--- src/rtl/pte_perm_pkg.sv ---
package pte_perm_pkg;

  typedef enum logic [1:0] {
    ACC_LOAD  = 2'd0,
    ACC_STORE = 2'd1,
    ACC_FETCH = 2'd2
  } acc_e;

  // entry field positions
  localparam int X_BIT    = 0;
  localparam int W_BIT    = 1;
  localparam int R_BIT    = 2;
  localparam int PRIV_BIT = 3;
  localparam int ATT_LO   = 4;
  localparam int ATT_HI   = 5;
  localparam int CHG_BIT  = 7;
  localparam int REF_BIT  = 8;
  localparam logic [1:0] ATT_NIO = 2'b10;

  // rights vector: [2]=read [1]=write [0]=execute
  localparam int NPERM  = 3;
  localparam int PERM_R = 2;
  localparam int PERM_W = 1;
  localparam int PERM_X = 0;
  typedef logic [NPERM-1:0] perm_t;

  localparam int CAUSE_W = 32;
  localparam logic [CAUSE_W-1:0] CAUSE_NOEXEC = 32'h1000_0000;
  localparam logic [CAUSE_W-1:0] CAUSE_PROT   = 32'h0800_0000;
  localparam logic [CAUSE_W-1:0] CAUSE_STORE  = 32'h0200_0000;

  function automatic perm_t need_perm(acc_e a);
    perm_t p;
    p = '0;
    case (a)
      ACC_LOAD:  p[PERM_R] = 1'b1;
      ACC_STORE: p[PERM_W] = 1'b1;
      default:   p[PERM_X] = 1'b1;
    endcase
    return p;
  endfunction

  function automatic perm_t entry_auth(logic [15:0] low);
    perm_t p;
    p[PERM_R] = low[R_BIT];
    p[PERM_W] = low[W_BIT];
    p[PERM_X] = low[X_BIT];
    return p;
  endfunction

  function automatic logic [CAUSE_W-1:0] fault_code(acc_e a);
    case (a)
      ACC_FETCH: return CAUSE_NOEXEC;
      ACC_STORE: return CAUSE_PROT | CAUSE_STORE;
      default:   return CAUSE_PROT;
    endcase
  endfunction

  function automatic logic [15:0] rc_marks(acc_e a);
    logic [15:0] m;
    m = '0;
    m[REF_BIT] = 1'b1;
    if (a == ACC_STORE) m[CHG_BIT] = 1'b1;
    return m;
  endfunction

endpackage

--- src/rtl/pte_perm_eval.sv ---
module pte_perm_eval
  import pte_perm_pkg::*;
#(
  parameter int PTE_W = 64
) (
  input  logic [PTE_W-1:0]   pte,
  input  acc_e               acc,
  input  logic               user,
  input  logic               partition,
  input  perm_t              amr,
  output perm_t              granted,
  output logic               io_fetch,
  output logic               priv_block,
  output logic               fault,
  output logic [CAUSE_W-1:0] cause
);
  logic [15:0] low;
  logic        priv_page;
  logic        bypass_mask;
  perm_t       auth;
  perm_t       need;

  assign low         = pte[15:0];
  assign priv_page   = low[PRIV_BIT];
  assign auth        = entry_auth(low);
  assign need        = need_perm(acc);
  assign io_fetch    = (acc == ACC_FETCH) && (low[ATT_HI:ATT_LO] == ATT_NIO);
  assign priv_block  = !partition && priv_page && user;
  assign bypass_mask = user || priv_page || partition;

  for (genvar i = 0; i < NPERM; i++) begin : g_right
    assign granted[i] = !priv_block && auth[i] && (bypass_mask || amr[i]);
  end

  assign fault = io_fetch || (|(need & ~granted));
  assign cause = fault ? fault_code(acc) : '0;
endmodule

--- src/rtl/pte_rc_update.sv ---
module pte_rc_update
  import pte_perm_pkg::*;
#(
  parameter int PTE_W = 64
) (
  input  logic [PTE_W-1:0] pte,
  input  acc_e             acc,
  input  perm_t            granted,
  output logic [PTE_W-1:0] new_pte,
  output logic             dirty,
  output perm_t            ret_perm
);
  localparam int PAD_W = PTE_W - 16;

  logic [PTE_W-1:0] marks;

  assign marks    = {{PAD_W{1'b0}}, rc_marks(acc)};
  assign new_pte  = pte | marks;
  assign dirty    = (new_pte != pte);
  assign ret_perm = (acc == ACC_STORE) ? granted
                                       : (granted & ~perm_t'(1 << PERM_W));
endmodule

--- src/rtl/pte_perm_ctrl.sv ---
module pte_perm_ctrl (
  input  logic clk,
  input  logic rst_n,
  input  logic req_valid,
  input  logic fault,
  input  logic dirty,
  input  logic wr_ready,
  input  logic rsp_ready,
  output logic req_ready,
  output logic wr_valid,
  output logic rsp_valid,
  output logic accept
);
  typedef enum logic [1:0] {S_IDLE, S_WRITE, S_RESP} st_e;
  st_e st_q, st_d;

  assign req_ready = (st_q == S_IDLE);
  assign wr_valid  = (st_q == S_WRITE);
  assign rsp_valid = (st_q == S_RESP);
  assign accept    = req_valid && req_ready;

  always_comb begin
    st_d = st_q;
    case (st_q)
      S_IDLE:  if (accept) st_d = (!fault && dirty) ? S_WRITE : S_RESP;
      S_WRITE: if (wr_ready) st_d = S_RESP;
      S_RESP:  if (rsp_ready) st_d = S_IDLE;
      default: st_d = S_IDLE;
    endcase
  end

  always_ff @(posedge clk or negedge rst_n) begin
    if (!rst_n) st_q <= S_IDLE;
    else        st_q <= st_d;
  end
endmodule

--- src/rtl/pte_perm_rc_unit.sv ---
module pte_perm_rc_unit
  import pte_perm_pkg::*;
#(
  parameter int PTE_W  = 64,
  parameter int ADDR_W = 56
) (
  input  logic              clk,
  input  logic              rst_n,
  input  logic              req_valid,
  output logic              req_ready,
  input  logic [PTE_W-1:0]  req_pte,
  input  logic [ADDR_W-1:0] req_pte_addr,
  input  logic [1:0]        req_access,
  input  logic              req_user,
  input  logic              req_partition,
  input  logic [2:0]        req_amr,
  output logic              rsp_valid,
  input  logic              rsp_ready,
  output logic              rsp_fault,
  output logic [31:0]       rsp_cause,
  output logic [2:0]        rsp_perm,
  output logic              wr_valid,
  input  logic              wr_ready,
  output logic [ADDR_W-1:0] wr_addr,
  output logic [PTE_W-1:0]  wr_data
);
  acc_e               acc_in;
  perm_t              granted_w;
  perm_t              ret_perm_w;
  logic               io_fetch_w;
  logic               priv_block_w;
  logic               fault_w;
  logic               dirty_w;
  logic               accept;
  logic [CAUSE_W-1:0] cause_w;
  logic [PTE_W-1:0]   new_pte_w;

  acc_e               acc_q;
  logic               fault_q;
  logic [CAUSE_W-1:0] cause_q;
  perm_t              perm_q;
  logic [PTE_W-1:0]   data_q;
  logic [ADDR_W-1:0]  addr_q;

  assign acc_in = acc_e'(req_access);

  pte_perm_eval #(.PTE_W(PTE_W)) eval_i (
    .pte(req_pte), .acc(acc_in), .user(req_user), .partition(req_partition),
    .amr(req_amr), .granted(granted_w), .io_fetch(io_fetch_w),
    .priv_block(priv_block_w), .fault(fault_w), .cause(cause_w)
  );

  pte_rc_update #(.PTE_W(PTE_W)) rc_i (
    .pte(req_pte), .acc(acc_in), .granted(granted_w),
    .new_pte(new_pte_w), .dirty(dirty_w), .ret_perm(ret_perm_w)
  );

  pte_perm_ctrl ctrl_i (
    .clk(clk), .rst_n(rst_n), .req_valid(req_valid), .fault(fault_w),
    .dirty(dirty_w), .wr_ready(wr_ready), .rsp_ready(rsp_ready),
    .req_ready(req_ready), .wr_valid(wr_valid), .rsp_valid(rsp_valid),
    .accept(accept)
  );

  always_ff @(posedge clk or negedge rst_n) begin
    if (!rst_n) begin
      acc_q   <= ACC_LOAD;
      fault_q <= 1'b0;
      cause_q <= '0;
      perm_q  <= '0;
      data_q  <= '0;
      addr_q  <= '0;
    end else if (accept) begin
      acc_q   <= acc_in;
      fault_q <= fault_w;
      cause_q <= cause_w;
      perm_q  <= fault_w ? perm_t'(0) : ret_perm_w;
      data_q  <= new_pte_w;
      addr_q  <= req_pte_addr;
    end
  end

  assign rsp_fault = fault_q;
  assign rsp_cause = cause_q;
  assign rsp_perm  = perm_q;
  assign wr_addr   = addr_q;
  assign wr_data   = data_q;
endmodule

--- config.mk ---
export PLATFORM = sky130hd
export DESIGN_NAME = pte_perm_rc_unit
export DESIGN_NICKNAME = d
export VERILOG_FILES = /design/src/rtl/pte_perm_pkg.sv /design/src/rtl/pte_perm_eval.sv /design/src/rtl/pte_rc_update.sv /design/src/rtl/pte_perm_ctrl.sv /design/src/rtl/pte_perm_rc_unit.sv
export SDC_FILE = /design/constraint.sdc
export NUM_CORES = 1
export LEC_CHECK = 0
export ABC_AREA = 1
export ABC_CLOCK_PERIOD_IN_PS = 3600
export BUFFER_PORTS_ARGS = -buffer_cell sky130_fd_sc_hd__buf_2
export CAP_MARGIN = 10
export CORE_MARGIN = 10
export CORE_UTILIZATION = 45
export DETAILED_ROUTE_END_ITERATION = 8
export GPL_ROUTABILITY_DRIVEN = 0
export GPL_TIMING_DRIVEN = 1
export HOLD_SLACK_MARGIN = 0.05
export PLACE_DENSITY = 0.84
export SYNTH_ARGS = -nofsm -noshare
export SYNTH_HDL_FRONTEND = slang
export SYNTH_SLANG_ARGS = --single-unit
--- constraint.sdc ---
create_clock -name clk -period 3.6 [get_ports clk]
set_input_delay 0 -clock clk [delete_from_list [all_inputs] [get_ports clk]]
set_output_delay 0 -clock clk [all_outputs]
set_load 0.02 [all_outputs]
; ---- After elaboration in Yosys (flattened, before gate mapping)
; Index checks and enable logic that the tools add are counted.
[word_totals]
register_bits = 158
latchBits = 0
mem_bits_rw = 0
rom_bits = 0
inputBits = 132
output_inout_bits = 159
n_memories = 0
[op_classes]
add_sub_neg = 0
multipliers = 0
div_mod_pow = 0
n_lt_le_gt_ge = 0
n_eq_ne = 9
n_shift = 0
n_mux = 12
bitwise = 3
reduce_logical = 25
[ops]
columns = cell, n
row1 = $ne A64 B64 Y1, 1
row2 = $or A64 B9 Y64, 1
row3 = $pmux W29 S2, 1
row4 = $mux W29, 1
row5 = $logic_and A1 B1 Y1, 11
row6 = $mux W2, 5
row7 = $eq A2 B2 Y1 const B, 3
row8 = $logic_or A1 B1 Y1, 6
row9 = $pmux W2 S3, 1
row10 = $eq A2 B1 Y1 const B, 2
row11 = $logic_not A2 Y1, 2
row12 = $ne A2 B1 Y1 const B, 2
row13 = $and A3 B3 Y3, 1
row14 = $logic_not A1 Y1, 3
row15 = $mux W1, 3
row16 = $mux W3, 1
row17 = $not A3 Y3, 1
row18 = $reduce_and A3 Y1, 1
row19 = $reduce_or A3 Y1, 1
row20 = $ne A2 B2 Y1 const B, 1
row21 = $reduce_or A2 Y1, 1

; ---- Longest topological paths before layout
[logic_depth]
word_depth = 15
depth_mapped = 10

; ---- Hierarchy
; From an unflattened synthesis, not the netlist that was laid out.
[hier_totals]
hier_cells = 825
hier_area_um2 = 6911.6
[modules_own_cells]
columns = mod, instances, cells_each, area_each_um2, seq_area_each_um2
row1 = pte_perm_rc_unit, 1, 660, 5850.6, 3903.7
row2 = pte_rc_update, 1, 74, 528.0, 0.0
row3 = pte_perm_eval, 1, 69, 391.6, 0.0
row4 = pte_perm_ctrl, 1, 22, 141.4, 50.0

; ---- Least setup slack after synthesis
; Ideal clock, no wire load.
[synth_timing]
path_type = register to register
startpoint = reg ctrl_i.st_q[0]
endpoint = reg data_q[7], in the netlist wr_data[7]
setup_time_ns = 0.121
t_arrival_ns = 1.274
slack_ns = 2.205
stages_incl_launch_ff = 9
synth_period_minus_slack_ns = 1.395
path_cell_list = dfrtp_1 > nor2_2 > inv_2 > nor2_4 > inv_2 > buf_6 > buf_6 > nand2_1 > nand2_1
[synth_between]
elab_chain_cells = 2
[synth_lines]
columns = item, line_no
row1 = start: declaration, pte_perm_ctrl.sv:15  ; st_e st_q, st_d;
row2 = start signal: assignment, pte_perm_ctrl.sv:34  ; else st_q <= st_d;
row3 = $logic_not A2 Y1, pte_perm_ctrl.sv:17  ; assign req_ready = (st_q == S_IDLE);
row4 = named net req_ready, pte_perm_rc_unit.sv:10  ; output logic req_ready,
row5 = $logic_and A1 B1 Y1, pte_perm_ctrl.sv:20  ; assign accept = req_valid && req_ready;
row6 = end signal: assignment, pte_perm_rc_unit.sv:78  ; data_q <= new_pte_w;
row7 = end: declaration, pte_perm_rc_unit.sv:42  ; logic [PTE_W-1:0] data_q;
; The timed path passes the listed nets, and every way through them passes these cells.
; A chain may end at the register's enable or synchronous reset.

; ---- Worst setup path after layout
[layout_timing]
startpoint = reg ctrl_i.st_q[1]
endpoint = reg data_q[7], in the netlist wr_data[7]
[layout_between]
elab_chain_cells = 2
[layout_lines]
columns = item, line_no
row1 = $logic_not A2 Y1, pte_perm_ctrl.sv:17
row2 = $logic_and A1 B1 Y1, pte_perm_ctrl.sv:20
; No other way between the ends.

==> results.txt <==
Clk Tree Root Cell: sky130_fd_sc_hd__clkbuf_16
post-synthesis async set-or-reset flop share: 1.00
standard cell core area: 0.0115 mm^2
Maximum Capacitance Violations: 0
clk sinks: 129
crit path launch type: flop
Internal: 4.28 mW
post-route clock skew: 0.00395 ns
run status: completed
DRC violation count after routing: 0
cells along the critical path: nor2_2, inv_2, nor2_4, buf_4, buf_4, o21ai_0, dlygate4sd3_1, nand2_1
count of endpoints failing setup in the final report: 0
overall die width: 129 um
final count of pins violating max slew: 0
Post-Syn Area: 0.00533 mm^2
largest cells by area after synthesis: sky130_fd_sc_hd__dfrtp_1, sky130_fd_sc_hd__nand2_1, sky130_fd_sc_hd__buf_4
count of buffers from port buffering: 261
first-pass GRT wire length: 30700 um
GRT Resource Usage Total: 0.234
proportion of netlist area held by the largest area contributor: 0.605
leftover overflow at the end of global routing: 0
Final Hold Viols: 0
register bit count reported by yosys: 129
net switching share of the total power: 0.421
sequential area share after synthesis: 0.605
share of post-route cells with drive strength above 1: 0.296
number of cells in the design after placement: 997
Reg power frac: 0.341
worst endpoint data arrival time: 3.15 ns
post-cts sizing count: 0
clock network latency to the later pin of the worst-skew pair: 0.41 ns
Sw Pwr: 3.11 mW
effective utilization at floorplan: 0.463
power share of the clock group: 0.238
Post CTS Setup Buffer Count: 0
count of synthesis-stage warnings from yosys: 0
hold buffers post-CTS: 131
cell count after synthesis: 616
floorplan row count: 39
largest net degree at the start of global routing: 113
maximum number of buffers from clock root to sink: 2
slowest stage cell, crit path: sky130_fd_sc_hd__buf_4
total length of routed wires: 19800 um
top fanout value on the critical path: 66
primary flip-flop cell chosen by synthesis mapping: sky130_fd_sc_hd__dfrtp_1
pwr dens: 873 mW/mm^2
post-layout util: 0.735
total number of nets in the final design: 1136
proportion of power drawn by combinational gates: 0.421
Via-to-Cell Ratio: 4.79
leading post-synthesis cells by instance count: sky130_fd_sc_hd__nand2_1, sky130_fd_sc_hd__dfrtp_1, sky130_fd_sc_hd__buf_4
Post-synth EDFFs: 0
area of the die: 0.0166 mm^2
most area-hungry cell type in the Yosys netlist: sky130_fd_sc_hd__dfrtp_1
CP required: 3.94 ns
share of the cycle needed by the critical path after routing: 0.780
RSZ-0062 raised after global routing: no
leakage power: 4.87 nW
count of vias placed by the detailed router: 5557
number of buffers added by the clock tree synthesis step: 17
CP most frequent cell: sky130_fd_sc_hd__buf_4
number of antenna violations at the first check in global routing: 1
fmax: 356 MHz
number of top-level design ports: 291
routed length per instance: 17.1 um
drt first-iter violations: 448
Syn Area/Cell: 8.66 um^2
remaining antenna violation count after routing: 0
Largest stage delay, worst path: 0.62 ns
worst max-slew margin expressed relative to the limit: 0.278
path category of the worst min-delay check: in -> reg
WS Path Type: reg -> reg
CTS H-tree lvls: 4
final critical-path required period: 2.81 ns
filler-free cell count of the finished design: 1159
DP Wirelength: 11600 um
vias in the first global route: 5903
actual slew at the worst max-slew pin: 1.08 ns
clock tree from TritonCTS: built
register clock-pin slew on the reported worst setup and hold paths: 0.05 ns
type of element capturing the critical path: flop
top-count cell post-synth: sky130_fd_sc_hd__nand2_1
post-synthesis cell type count: 22
growth of design area from synthesis to finish: 58.6%
maximum vdd ir drop: 515 uV
Pre-antenna DRT Iters: 5
Setup TNS Final: 0 ns
die outline height: 129 um
==> layout by cell type (no fill, tap or decap) <==
cell | synthesis | final
sky130_fd_sc_hd__nand2_1 | 372 | 372
sky130_fd_sc_hd__buf_2 | 2 | 260
sky130_fd_sc_hd__dlygate4sd3_1 | 0 | 131
sky130_fd_sc_hd__dfrtp_1 | 129 | 129
sky130_fd_sc_hd__conb_1 | 1 | 29
sky130_fd_sc_hd__inv_1 | 17 | 17
sky130_fd_sc_hd__clkbuf_16 | 0 | 17
sky130_fd_sc_hd__nor2_1 | 10 | 10
sky130_fd_sc_hd__o21ai_0 | 8 | 8
sky130_fd_sc_hd__nand3_1 | 7 | 7
sky130_fd_sc_hd__buf_4 | 40 | 6
sky130_fd_sc_hd__clkbuf_8 | 0 | 5
sky130_fd_sc_hd__a21oi_1 | 3 | 3
sky130_fd_sc_hd__clkbuf_1 | 5 | 3
sky130_fd_sc_hd__bufinv_16 | 0 | 3
sky130_fd_sc_hd__or2_2 | 2 | 2
sky130_fd_sc_hd__nand3b_1 | 2 | 2
sky130_fd_sc_hd__nor3_1 | 2 | 2
sky130_fd_sc_hd__clkinv_2 | 0 | 2
sky130_fd_sc_hd__diode_2 | 0 | 1
sky130_fd_sc_hd__nor2_2 | 1 | 1
sky130_fd_sc_hd__inv_2 | 2 | 1
sky130_fd_sc_hd__nor2_4 | 1 | 1
sky130_fd_sc_hd__inv_4 | 0 | 1
sky130_fd_sc_hd__o31ai_2 | 1 | 1
sky130_fd_sc_hd__a21boi_0 | 1 | 1
sky130_fd_sc_hd__o21ai_1 | 1 | 1
==> per-stage QoR <==
stage / power, mW / area, um^2 / setup WS, ns / hold WS (ns)
finish: 7.39 / 8460 / 0.791 / 0.116
global route: 7.83 / 8460 / 0.538 / 0.140
CTS: 7.31 / 8460 / 0.828 / 0.0751
detailed placement: 5.39 / 6540 / 1.34 / 0.0608
global placement: 5.32 / 6540 / 1.43 / 0.0545
floorplan: 4.38 / 5440 / 2.21 / -0.296
==> area by class of cell <==
cell class | instances | area [um^2]
sequential | 129 | 3230
fill | 740 | 3060
timing repair buffer | 397 | 2660
multi-input combinational | 440 | 1710
clock buffer | 25 | 505
tap | 143 | 179
clock inverter | 5 | 100
inverter | 19 | 73.8
antenna | 1 | 2.50
==> worst max-delay path, delay by kind of cell (launching register included) <==
| kind | cells | cell delay (ns) |
|---|---|---|
| and+or+nand+nor | 3 | 0.32 |
| AOI/OAI and AO/OA | 1 | 0.22 |
| DFF | 1 | 0.42 |
| buffers and inverters | 4 | 1.77 |
==> layer usage <==
metal,vias up,part of all wire,global-route usage
met1,2631,0.35,0.249
li1,2573,-,-
met2,304,0.51,0.400
met5,-,0,0
met3,49,0.11,0.0969
met4,0,0.026,0.104
==> power groups by stage <==
stage	logic (mW)	registers [mW]	clock network (mW)
4_1_cts	3.05	2.47	1.78
3_3_place_gp	2.86	2.46	0
6_report	3.11	2.52	1.76
2_1_floorplan	1.05	3.33	0
5_1_grt	3.38	2.59	1.86
3_5_place_dp	2.92	2.47	0
==> path summary, 6_finish.rpt <==
| check | from | end | slack (ns) | cells after the start |
|---|---|---|---|---|
| min | req_user | rsp_perm[0] | 0.12 | 6 |
| max reg2reg | ctrl_i.st_q[1] | wr_data[7] | 0.79 | 8 |
| min reg2reg | wr_addr[14] | wr_addr[14] | 0.46 | 2 |
| max in group asynchronous | rst_n | wr_data[40] | 2.45 | 3 |
| min in group asynchronous | rst_n | wr_data[6] | 0.16 | 2 |
| max | ctrl_i.st_q[1] | wr_data[7] | 0.79 | 8 |
==> kinds of logic (layout without fill, tap and decap cells) <==
logic type / after synthesis / count (layout) / synth area share
AOI/OAI and AO/OA: 14 / 14 / 0.0150
DFF: 129 / 129 / 0.605
other: 1 / 30 / 0.000703
and+or+nand+nor: 397 / 397 / 0.286
buffers and inverters: 75 / 446 / 0.0934
==> sequential cells by signal, indices dropped and copies added, names as in the netlist <==
name and flops:
rsp_perm 3, rsp_cause 3, wr_data 64, rsp_fault 1
wr_addr 56, ctrl_i.st_q 2
Power figures use the tool's default switching activity.
